[src/rtl/mgmt_pkg.sv]
package mgmt_pkg;
    typedef enum logic [2:0] {ST_IDLE, ST_PRE, ST_HDR, ST_TURN, ST_DATA} fstate_t;

    localparam int DATA_W   = 16;
    localparam int PADDR_W  = 5;
    localparam int THR_W    = 8;
    localparam int DLY_W    = 3;
    localparam int PRE_BITS = 32;

    // command register fields
    localparam int FIRE_BIT = 31;
    localparam int TYPE_BIT = 28;
    localparam int OP_LO    = 26;
    localparam int PHY_LO   = 21;
    localparam int REG_LO   = 16;

    // status register fields
    localparam int THR_LO   = 24;
    localparam int EDGE_BIT = 23;
    localparam int DLY_LO   = 20;
    localparam int IDLE_BIT = 16;
endpackage

[src/rtl/mgmt_mdc_gen.sv]
module mgmt_mdc_gen #(
    parameter int THR_W = 8
) (
    input  logic             clk,
    input  logic             rst_n,
    input  logic             run,
    input  logic [THR_W-1:0] thr,
    output logic             mdc,
    output logic             rise,
    output logic             fall
);
    logic [THR_W-1:0] cnt;
    logic             tick;

    assign tick = run && (cnt >= thr);
    assign rise = tick && !mdc;
    assign fall = tick && mdc;

    always_ff @(posedge clk) begin
        if (!rst_n || !run) begin
            cnt <= '0;
            mdc <= 1'b0;
        end else if (tick) begin
            cnt <= '0;
            mdc <= ~mdc;
        end else begin
            cnt <= cnt + 1'b1;
        end
    end

    // clock parked low whenever no frame runs
    p_mdc_idle_low_r7: assert property (@(posedge clk) disable iff (!rst_n)
        !run |=> !mdc);
endmodule

[src/rtl/mgmt_frame_engine.sv]
module mgmt_frame_engine
    import mgmt_pkg::*;
#(
    parameter int DW    = DATA_W,
    parameter int AW    = PADDR_W,
    parameter int TW    = THR_W,
    parameter int LW    = DLY_W
) (
    input  logic          clk,
    input  logic          rst_n,
    input  logic          go,
    input  logic          is_c22,
    input  logic [1:0]    op,
    input  logic [AW-1:0] phy,
    input  logic [AW-1:0] rga,
    input  logic [DW-1:0] wdat,
    input  logic [TW-1:0] thr,
    input  logic          edge_fall,
    input  logic [LW-1:0] lat_dly,
    input  logic          mdio_i,
    output logic          mdc,
    output logic          mdio_o,
    output logic          mdio_oe,
    output logic          busy,
    output logic [DW-1:0] rd_value
);
    localparam int FRAME_BITS = PRE_BITS + 4 + 2*AW + 2 + DW;
    localparam int BW         = $clog2(FRAME_BITS);
    localparam int HDR_AT     = PRE_BITS;
    localparam int TURN_AT    = PRE_BITS + 4 + 2*AW;
    localparam int DATA_AT    = TURN_AT + 2;
    localparam int LAST       = FRAME_BITS - 1;

    fstate_t                 state;
    logic [BW-1:0]           bitn;
    logic [FRAME_BITS-1:0]   frm;
    logic                    rd_q;
    logic                    rise, fall, done, go_rd;
    logic [BW-1:0]           pidx;
    logic                    arm, take, pend;
    logic [LW-1:0]           scnt;
    logic [DW-1:0]           sh, sh_next;

    mgmt_mdc_gen #(.THR_W(TW)) u_mdc (
        .clk  (clk),
        .rst_n(rst_n),
        .run  (busy),
        .thr  (thr),
        .mdc  (mdc),
        .rise (rise),
        .fall (fall)
    );

    assign busy  = (state != ST_IDLE);
    assign go_rd = is_c22 ? (op == 2'b10) : op[1];
    assign done  = (state == ST_DATA) && fall && (bitn == BW'(LAST));
    assign pidx  = BW'(LAST) - bitn;

    // state register and bit counter
    always_ff @(posedge clk) begin
        if (!rst_n) begin
            state <= ST_IDLE;
            bitn  <= '0;
            frm   <= '0;
            rd_q  <= 1'b0;
        end else begin
            unique case (state)
                ST_IDLE: if (go) begin
                    state <= ST_PRE;
                    bitn  <= '0;
                    rd_q  <= go_rd;
                    frm   <= {{PRE_BITS{1'b1}}, (is_c22 ? 2'b01 : 2'b00), op, phy, rga,
                              2'b10, (go_rd ? {DW{1'b0}} : wdat)};
                end
                ST_PRE:  if (fall && bitn == BW'(HDR_AT - 1))  state <= ST_HDR;
                ST_HDR:  if (fall && bitn == BW'(TURN_AT - 1)) state <= ST_TURN;
                ST_TURN: if (fall && bitn == BW'(DATA_AT - 1)) state <= ST_DATA;
                ST_DATA: if (done) state <= ST_IDLE;
            endcase
            if (busy && fall) bitn <= done ? '0 : bitn + 1'b1;
        end
    end

    // line outputs
    always_comb begin
        mdio_o  = 1'b1;
        mdio_oe = 1'b0;
        if (busy) begin
            mdio_o  = frm[pidx];
            mdio_oe = !(rd_q && (state == ST_TURN || state == ST_DATA));
        end
    end

    // read sampler
    assign arm = rd_q && (edge_fall
                 ? (fall && bitn >= BW'(DATA_AT - 1) && bitn < BW'(LAST))
                 : (rise && state == ST_DATA));
    assign take    = pend && (scnt == '0);
    assign sh_next = take ? {sh[DW-2:0], mdio_i} : sh;

    always_ff @(posedge clk) begin
        if (!rst_n) begin
            pend     <= 1'b0;
            scnt     <= '0;
            sh       <= '0;
            rd_value <= '0;
        end else begin
            if (arm) begin
                pend <= 1'b1;
                scnt <= lat_dly;
            end else if (take) begin
                pend <= 1'b0;
            end else if (pend) begin
                scnt <= scnt - 1'b1;
            end
            sh <= sh_next;
            if (done && rd_q) rd_value <= sh_next;
        end
    end

    // busy holds until the final clock fall of bit 63
    p_busy_held_r3: assert property (@(posedge clk) disable iff (!rst_n)
        busy && !done |=> busy);
    // line released throughout read data bits
    p_read_release_r5: assert property (@(posedge clk) disable iff (!rst_n)
        rd_q && state == ST_DATA |-> !mdio_oe);
    // read value only moves at the end of a read frame
    p_rdata_hold_r10: assert property (@(posedge clk) disable iff (!rst_n)
        !(done && rd_q) |=> $stable(rd_value));
endmodule

[src/rtl/mgmt_mdio_master.sv]
module mgmt_mdio_master
    import mgmt_pkg::*;
#(
    parameter int          ADDR_W  = 3,
    parameter int          CTRL_OFS = 0,
    parameter int          STAT_OFS = 4,
    parameter logic [7:0]  RST_THR = 8'd4
) (
    input  logic              clk,
    input  logic              rst_n,
    input  logic              bus_wr,
    input  logic [ADDR_W-1:0] bus_addr,
    input  logic [31:0]       bus_wdata,
    output logic [31:0]       bus_rdata,
    output logic              mdc,
    input  logic              mdio_in,
    output logic              mdio_out,
    output logic              mdio_oe
);
    logic [30:0]       ctrl_q;
    logic [THR_W-1:0]  thr_q;
    logic              edge_q;
    logic [DLY_W-1:0]  dly_q;
    logic              wr_ctrl, wr_stat, go, busy;
    logic [DATA_W-1:0] rd_value;

    assign wr_ctrl = bus_wr && (bus_addr == ADDR_W'(CTRL_OFS));
    assign wr_stat = bus_wr && (bus_addr == ADDR_W'(STAT_OFS));
    assign go      = wr_ctrl && bus_wdata[FIRE_BIT] && !busy;

    always_ff @(posedge clk) begin
        if (!rst_n) begin
            ctrl_q <= '0;
            thr_q  <= RST_THR;
            edge_q <= 1'b0;
            dly_q  <= '0;
        end else begin
            if (go) ctrl_q <= bus_wdata[30:0];
            if (wr_stat) begin
                thr_q  <= bus_wdata[THR_LO +: THR_W];
                edge_q <= bus_wdata[EDGE_BIT];
                dly_q  <= bus_wdata[DLY_LO +: DLY_W];
            end
        end
    end

    mgmt_frame_engine u_eng (
        .clk      (clk),
        .rst_n    (rst_n),
        .go       (go),
        .is_c22   (bus_wdata[TYPE_BIT]),
        .op       (bus_wdata[OP_LO +: 2]),
        .phy      (bus_wdata[PHY_LO +: PADDR_W]),
        .rga      (bus_wdata[REG_LO +: PADDR_W]),
        .wdat     (bus_wdata[DATA_W-1:0]),
        .thr      (thr_q),
        .edge_fall(edge_q),
        .lat_dly  (dly_q),
        .mdio_i   (mdio_in),
        .mdc      (mdc),
        .mdio_o   (mdio_out),
        .mdio_oe  (mdio_oe),
        .busy     (busy),
        .rd_value (rd_value)
    );

    always_comb begin
        bus_rdata = '0;
        if (bus_addr == ADDR_W'(CTRL_OFS))
            bus_rdata = {busy, ctrl_q};
        else if (bus_addr == ADDR_W'(STAT_OFS))
            bus_rdata = {thr_q, edge_q, dly_q, 3'b000, !busy, rd_value};
    end

    // an accepted start shows as busy on the next cycle
    p_start_busy_r2: assert property (@(posedge clk) disable iff (!rst_n)
        go |=> busy);
    // command writes while busy leave stored fields alone
    p_busy_write_ignored_r9: assert property (@(posedge clk) disable iff (!rst_n)
        wr_ctrl && busy |=> $stable(ctrl_q));
    // start bit clear never launches a frame from idle
    p_nofire_ignored_r9: assert property (@(posedge clk) disable iff (!rst_n)
        wr_ctrl && !bus_wdata[FIRE_BIT] && !busy |=> !busy);
endmodule

[config.mk]
export PLATFORM = sky130hd
export DESIGN_NAME = mgmt_mdio_master
export DESIGN_NICKNAME = d
export VERILOG_FILES = /design/src/rtl/mgmt_pkg.sv /design/src/rtl/mgmt_mdc_gen.sv /design/src/rtl/mgmt_frame_engine.sv /design/src/rtl/mgmt_mdio_master.sv
export SDC_FILE = /design/constraint.sdc
export NUM_CORES = 1
export LEC_CHECK = 0
export BUFFER_PORTS_ARGS = -buffer_cell sky130_fd_sc_hd__buf_2
export CAP_MARGIN = 10
export CORE_UTILIZATION = 45
export DETAILED_ROUTE_END_ITERATION = 8
export MAX_ROUTING_LAYER = met4
export PLACE_DENSITY = 0.61
export SYNTH_ARGS = -nofsm -noshare
export SYNTH_HDL_FRONTEND = slang
export SYNTH_HIERARCHICAL = 1
export SYNTH_SLANG_ARGS = --single-unit
[constraint.sdc]
create_clock -name clk -period 5.05 [get_ports clk]
set_input_delay 0.2525 -clock clk [delete_from_list [all_inputs] [get_ports clk]]
set_output_delay 0.2525 -clock clk [all_outputs]
set_load 0.02 [all_outputs]
# Word-level counts from Yosys, hierarchy flattened
# Cells that the tools add are included.
[op_classes]
mux = 26
reduce_logical = 39
order_cmp = 4
n_eq_ne = 16
bitwise_logic = 1
addsub = 4
[ops]
columns = ["operator", "count"]
rows = [
  ["$mux 32", 2],
  ["$mux 16", 2],
  ["$mux 3", 8],
  ["$mux 6", 4],
  ["$logic_and 1x1->1", 20],
  ["$eq 6x6->1 const B", 3],
  ["$pmux 3 s5", 1],
  ["$ne 2x1->1 const B", 5],
  ["$logic_not 3->1", 3],
  ["$add 8x1->8 const B", 1],
  ["$ge 8x8->1", 1],
  ["$mux 1", 8],
  ["$reduce_bool 2->1", 4],
  ["$lt 6x7->1 const B", 1],
  ["$add 6x1->6 const B", 1],
  ["$bmux 1 s6", 1],
  ["$eq 3x2->1 const B", 2],
  ["$eq 3x3->1 const B", 2],
  ["$eq 6x5->1 const B", 1],
  ["$ge 6x6->1 const B", 1],
  ["$lt 6x6->1 const B", 1],
  ["$reduce_and 2->1", 3],
  ["$sub 6x6->6 const A", 1],
  ["$reduce_and 5->1", 1],
  ["other kinds (9)", 13],
]
[totals]
output_inout_bits = 35
word_cells = 104
reg_bits = 130
in_bits = 39

# Logic depth before layout (Yosys ltp)
[logic_depth]
depth_word = 9
mapped_depth = 11
depth_no_buf = 11

# Hierarchy
# Netlist, hierarchy kept.
[modules_own_cells]
columns = ["mod", "instances", "area_per_inst_um2", "seq_area_each_um2", "cells_each"]
rows = [
  ["mgmt_frame_engine", 1, 3318.2, 1521.5, 355],
  ["mgmt_mdio_master", 1, 1956.9, 860.8, 220],
  ["mgmt_mdc_gen", 1, 640.6, 180.2, 70],
]

# Worst setup path after synthesis
# Ideal clock, no wire load.
[synth_path]
kind = "register -> register"
from = "register u_eng.u_mdc.cnt[0]"
to = "register u_eng.rd_value[11]"
stages_incl_launch_ff = 12
setup_slack_ns = 2.513
setup_time_ns = 0.080
period_less_slack_ns = 2.537
arrival_ns = 2.458
n_path_buf = 1
required_time_ns = 4.970
path_cell_list = "dfxtp_1 inv_1 ha_1 nand2b_4 a2111oi_4 o311ai_4 and3_2 nand4_1 nor4_4 buf_6 nor2_1 a211oi_2"
[synth_via]
elab_chain_cells = 6
[synth_rtl]
columns = ["item", "line_no", "source"]
rows = [
  ["from (decl)", "mgmt_mdc_gen.sv:12", "logic [THR_W-1:0] cnt;"],
  ["from (signal assigned)", "mgmt_mdc_gen.sv:27", "cnt <= cnt + 1'b1;"],
  ["$ge 8x8->1", "mgmt_mdc_gen.sv:15", "assign tick = run && (cnt >= thr);"],
  ["$logic_and 1x1->1", "mgmt_mdc_gen.sv:15", ""],
  ["$logic_and 1x1->1", "mgmt_mdc_gen.sv:17", "assign fall = tick && mdc;"],
  ["named net u_eng.fall", "mgmt_frame_engine.sv:38", "logic rise, fall, done, go_rd;"],
  ["$logic_and 1x1->1 (2 in series)", "mgmt_frame_engine.sv:56", "assign done = (state == ST_DATA) && fall && (bitn == BW'(LAST));"],
  ["$logic_and 1x1->1", "mgmt_frame_engine.sv:117", "if (done && rd_q) rd_value <= sh_next;"],
  ["to (signal assigned)", "mgmt_frame_engine.sv:117", ""],
  ["to (decl)", "mgmt_frame_engine.sv:25", "output logic [DW-1:0] rd_value"],
]
# The timed path passes the listed nets, and every way through them passes these cells.
# A chain may end at the register's enable or synchronous reset.

# Worst setup path in the final report
[layout_path]
from = "register u_eng.state[1]"
to = "register u_eng.frm[11]"
[layout_via]
elab_chain_cells = 4
elab_cells_between_ends = 5
cone_classes = "reduce/logical (5)"
[layout_rtl]
columns = ["item", "line_no", "source"]
rows = [
  ["from (decl)", "mgmt_frame_engine.sv:34", "fstate_t state;"],
  ["from (signal assigned)", "mgmt_frame_engine.sv:62", "state <= ST_IDLE;"],
  ["from (signal assigned)", "mgmt_frame_engine.sv:69", "state <= ST_PRE;"],
  ["from (signal assigned)", "mgmt_frame_engine.sv:75", "ST_PRE: if (fall && bitn == BW'(HDR_AT - 1)) state <= ST_HDR;"],
  ["$reduce_bool 3->1", "mgmt_frame_engine.sv:54", "assign busy = (state != ST_IDLE);"],
  ["named net busy", "mgmt_mdio_master.sv:24", "logic wr_ctrl, wr_stat, go, busy;"],
  ["$logic_not 1->1", "mgmt_mdio_master.sv:29", "assign go = wr_ctrl && bus_wdata[FIRE_BIT] && !busy;"],
  ["$logic_and 1x1->1", "mgmt_mdio_master.sv:29", ""],
  ["$reduce_and 2->1 (no source line)", "--", ""],
  ["to (signal assigned)", "mgmt_frame_engine.sv:72", "frm <= {{PRE_BITS{1'b1}}, (is_c22 ? 2'b01 : 2'b00), op, phy, rga,"],
  ["to (decl)", "mgmt_frame_engine.sv:36", "logic [FRAME_BITS-1:0] frm;"],
]
# The timed path passes the listed nets, and every way through them passes these cells.

==> summary.txt <==
Floorplanning
  – Row cnt: 41
  – Die Wd: 117 um
  – Ports: 74
  – Starting Density: 46.5%
  – Die height: 117 um
  – Die area: 0.0136 sq mm
  – Core ar.: 0.0127 sq mm

Synth
  – Mapped Avg Cell Area: 9.17 sq um
  – Most common flop cell mapped by yosys: dfxtp_1
  – Sequential-to-total area share from yosys stat: 43.3%
  – Yosys warns: 6
  – Post-synth EDFFs: 0
  – Ranking of synthesized cells by area: dfxtp_1 (43%), mux2i_1 (8.5%), nand2_1 (6.7%), a22o_1 (4.1%), nor2_1 (4.1%)
  – Syn nets: 697
  – Yosys cell types: 59
  – Post-Syn Instances: 645
  – Synth Register Bits: 128
  – Synthesized area: 0.00592 sq mm
  – Area share of the largest cell type after synthesis: 43.3%
  – Dominant cell type by area after synthesis: dfxtp_1
  – Fraction of registers with async set/reset: 0%

Setup path
  – R2r setup slk: 1.62 ns
  – CP Class: flop to flop
  – Worst-path maximum fanout: 33
  – Crit path DAT: 3.78 ns
  – Critical Path Source Type: flop
  – Worst Path Required: 5.40 ns
  – CP endpoint kind: flop

Timing
  – Fin Setup TNS: 0 ns
  – Crit path time final: 3.43 ns
  – Fin crit share: 68.0%
  – Final Slew Violations: 0
  – Worst-margin pin slew: 1.13 ns
  – Final setup fails: 0
  – Worst relative slew slack: 24.8%
  – RSZ-0062 raised after global routing: no
  – Max Fclk: 291 MHz
  – Worst clock skew: 0.0105 ns
  – Hold Vio Cnt, Final: 0

Final layout
  – Layout area overhead: 17.2%
  – Design Area, Final: 0.00693 sq mm
  – Final nets: 748
  – Layout cells sized above 1: 20.3%
  – Final std cells w/o fill: 880
  – N_diodes: 0

Global route
  – Gr usage total: 23.0%
  – Largest net degree at the start of global routing: 78
  – Overflow after GRT: 0
  – Initial antenna violation count: 0
  – First-pass GRT wire length: 23000 um
  – Number of global-route vias before repair: 4465

Detailed routing
  – Drt pass-1 iters: 5
  – Vias per cell: 5.49
  – Post-DRT Antenna Nets: 0
  – DRC viols: 0
  – Routed vias: 4832
  – Drt total wl: 14300 um
  – Routed wire length per instance: 16.2 um
  – DR iter-0 viols: 351

Pwr
  – Max VDD drop: 235 uV
  – Power Density: 347 mW/mm^2
  – Leakage: 2.71 nW
  – Total power: 2.41 mW

Placed design
  – Port Buf Inserts: 73
  – Placed instance count: 849
  – Dpl cell area: 0.00630 sq mm
  – Dpl hpwl: 9780 um
  – GP Congestion: 0.805

CTS
  – Clk slew on worst S/H paths: 0.05 ns
  – Clock sinks: 128
  – # H-tree levels: 4
  – Resize count post-CTS: 0
  – Max Buffers Root-to-Sink: 2
  – Setup Fix Bufs, Post-CTS: 0
  – Clk root buf: clkbuf_16
  – Cts hold-fix bufs: 0
  – Worst-Skew Late Latency: 0.42 ns
  – CTS tree: yes
  – CTS Buf Count: 17

Outcome
  – Status: finished, final reports clean

Worst hold path
  – Hold WC Path Type: input pin to flop

Run
  – # Max-Cap Violations: 0
## worst max-delay path: stages, from the launching register on
cell and delay (ns):
dfxtp_1 0.40, or3_1 0.54, and4b_2 0.34, nor2b_1 0.23
nand2_1 0.69, a21oi_2 0.88, a22oi_1 0.14, nor2_1 0.15
## layout by cell type, fill, tap and decap left out, drive strengths merged, types with 2 or more instances in the layout
| master | count |
|---|---|
| nor3b | 3 |
| a21oi | 27 |
| o21ai | 20 |
| ha | 13 |
| bufinv | 3 |
| and3 | 5 |
| dfxtp | 128 |
| nand4 | 3 |
| nor3 | 14 |
| or3 | 4 |
| clkbuf | 27 |
| nand2 | 106 |
| mux4 | 6 |
| xnor2 | 7 |
| nor4 | 2 |
| mux2i | 50 |
| xor2 | 3 |
| buf | 79 |
| o31a | 2 |
| nand2b | 4 |
| or2 | 2 |
| a311oi | 2 |
| inv | 19 |
| nor2b | 2 |
| a211oi | 20 |
| and3b | 2 |
| nand3 | 20 |
| o211ai | 3 |
| nor2 | 64 |
| a22o | 28 |
| and2 | 4 |
| nand3b | 3 |
| a22oi | 16 |
## area by class of cell
cell class | count | area (sq um)
Fill cell | 1176 | 5790
Multi-Input combinational cell | 451 | 3040
Sequential cell | 128 | 2560
Clock buffer | 27 | 533
Timing Repair Buffer | 79 | 410
Tap cell | 172 | 215
Clock inverter | 4 | 95.1
Inverter | 19 | 71.3
## flip-flops by register name, summed over array words and instances (netlist names), 3 cells and up
register         count
u_eng/frm           30
u_eng/scnt           3
thr_q                8
u_eng/u_mdc/cnt      8
ctrl_q              31
u_eng/state          3
u_eng/sh            16
u_eng/rd_value      16
u_eng/bitn           6
dly_q                3
## cell usage after synthesis (all sizes together), types with 4 or more instances
library cell,number
dfxtp,128
nand2,106
nor2,64
mux2i,50
a22o,28
a21oi,27
clkbuf,27
a211oi,20
buf,20
nand3,20
o21ai,20
inv,19
a22oi,16
nor3,14
ha,13
xnor2,7
mux4,6
and3,5
and2,4
nand2b,4
or3,4
## metal layers
metal  global-route usage, %  share of wire (%)
met1                    30.0                 47
met2                    34.7                 47
met3                    5.76                4.4
met4                    7.85                1.6
met5                       -                  0
## report_power, final
group / total [mW] / switching [mW] / internal [mW]
logic: 0.0947 / 0.0651 / 0.0295
clock network: 1.29 / 0.421 / 0.865
registers: 1.03 / 0.00588 / 1.02
## path summary, 6_finish.rpt
kind	cells after the start	endpoint	from
max reg2reg	7	u_eng/frm[11]$_SDFFE_PN0P_	u_eng/state[1]$_SDFFE_PN0P_
min	3	ctrl_q[29]$_SDFFE_PN0P_	bus_wdata[29]
min reg2reg	2	u_eng/frm[23]$_SDFFE_PN0P_	u_eng/frm[23]$_SDFFE_PN0P_
max	7	u_eng/frm[11]$_SDFFE_PN0P_	u_eng/state[1]$_SDFFE_PN0P_
## stage by stage
step	utilization, %	worst slack [ns]	hold slack [ns]
6_report	54.5	1.62	0.0975
5_1_grt	54.5	1.28	0.0966
4_1_cts	54.5	1.69	0.0885
3_5_place_dp	49.5	1.76	0.447
3_3_place_gp	49.5	1.90	0.442
2_1_floorplan	-	2.51	0.388
## cell families after synthesis
family,share of synthesized area (%)
xor+xnor,1.48
mux,10.9
buf+inv,5.33
simple gates,18.9
compound gates,17.3
flops,43.3
fa+ha+maj,2.75
No activity file was read; power rests on OpenSTA's default activity.
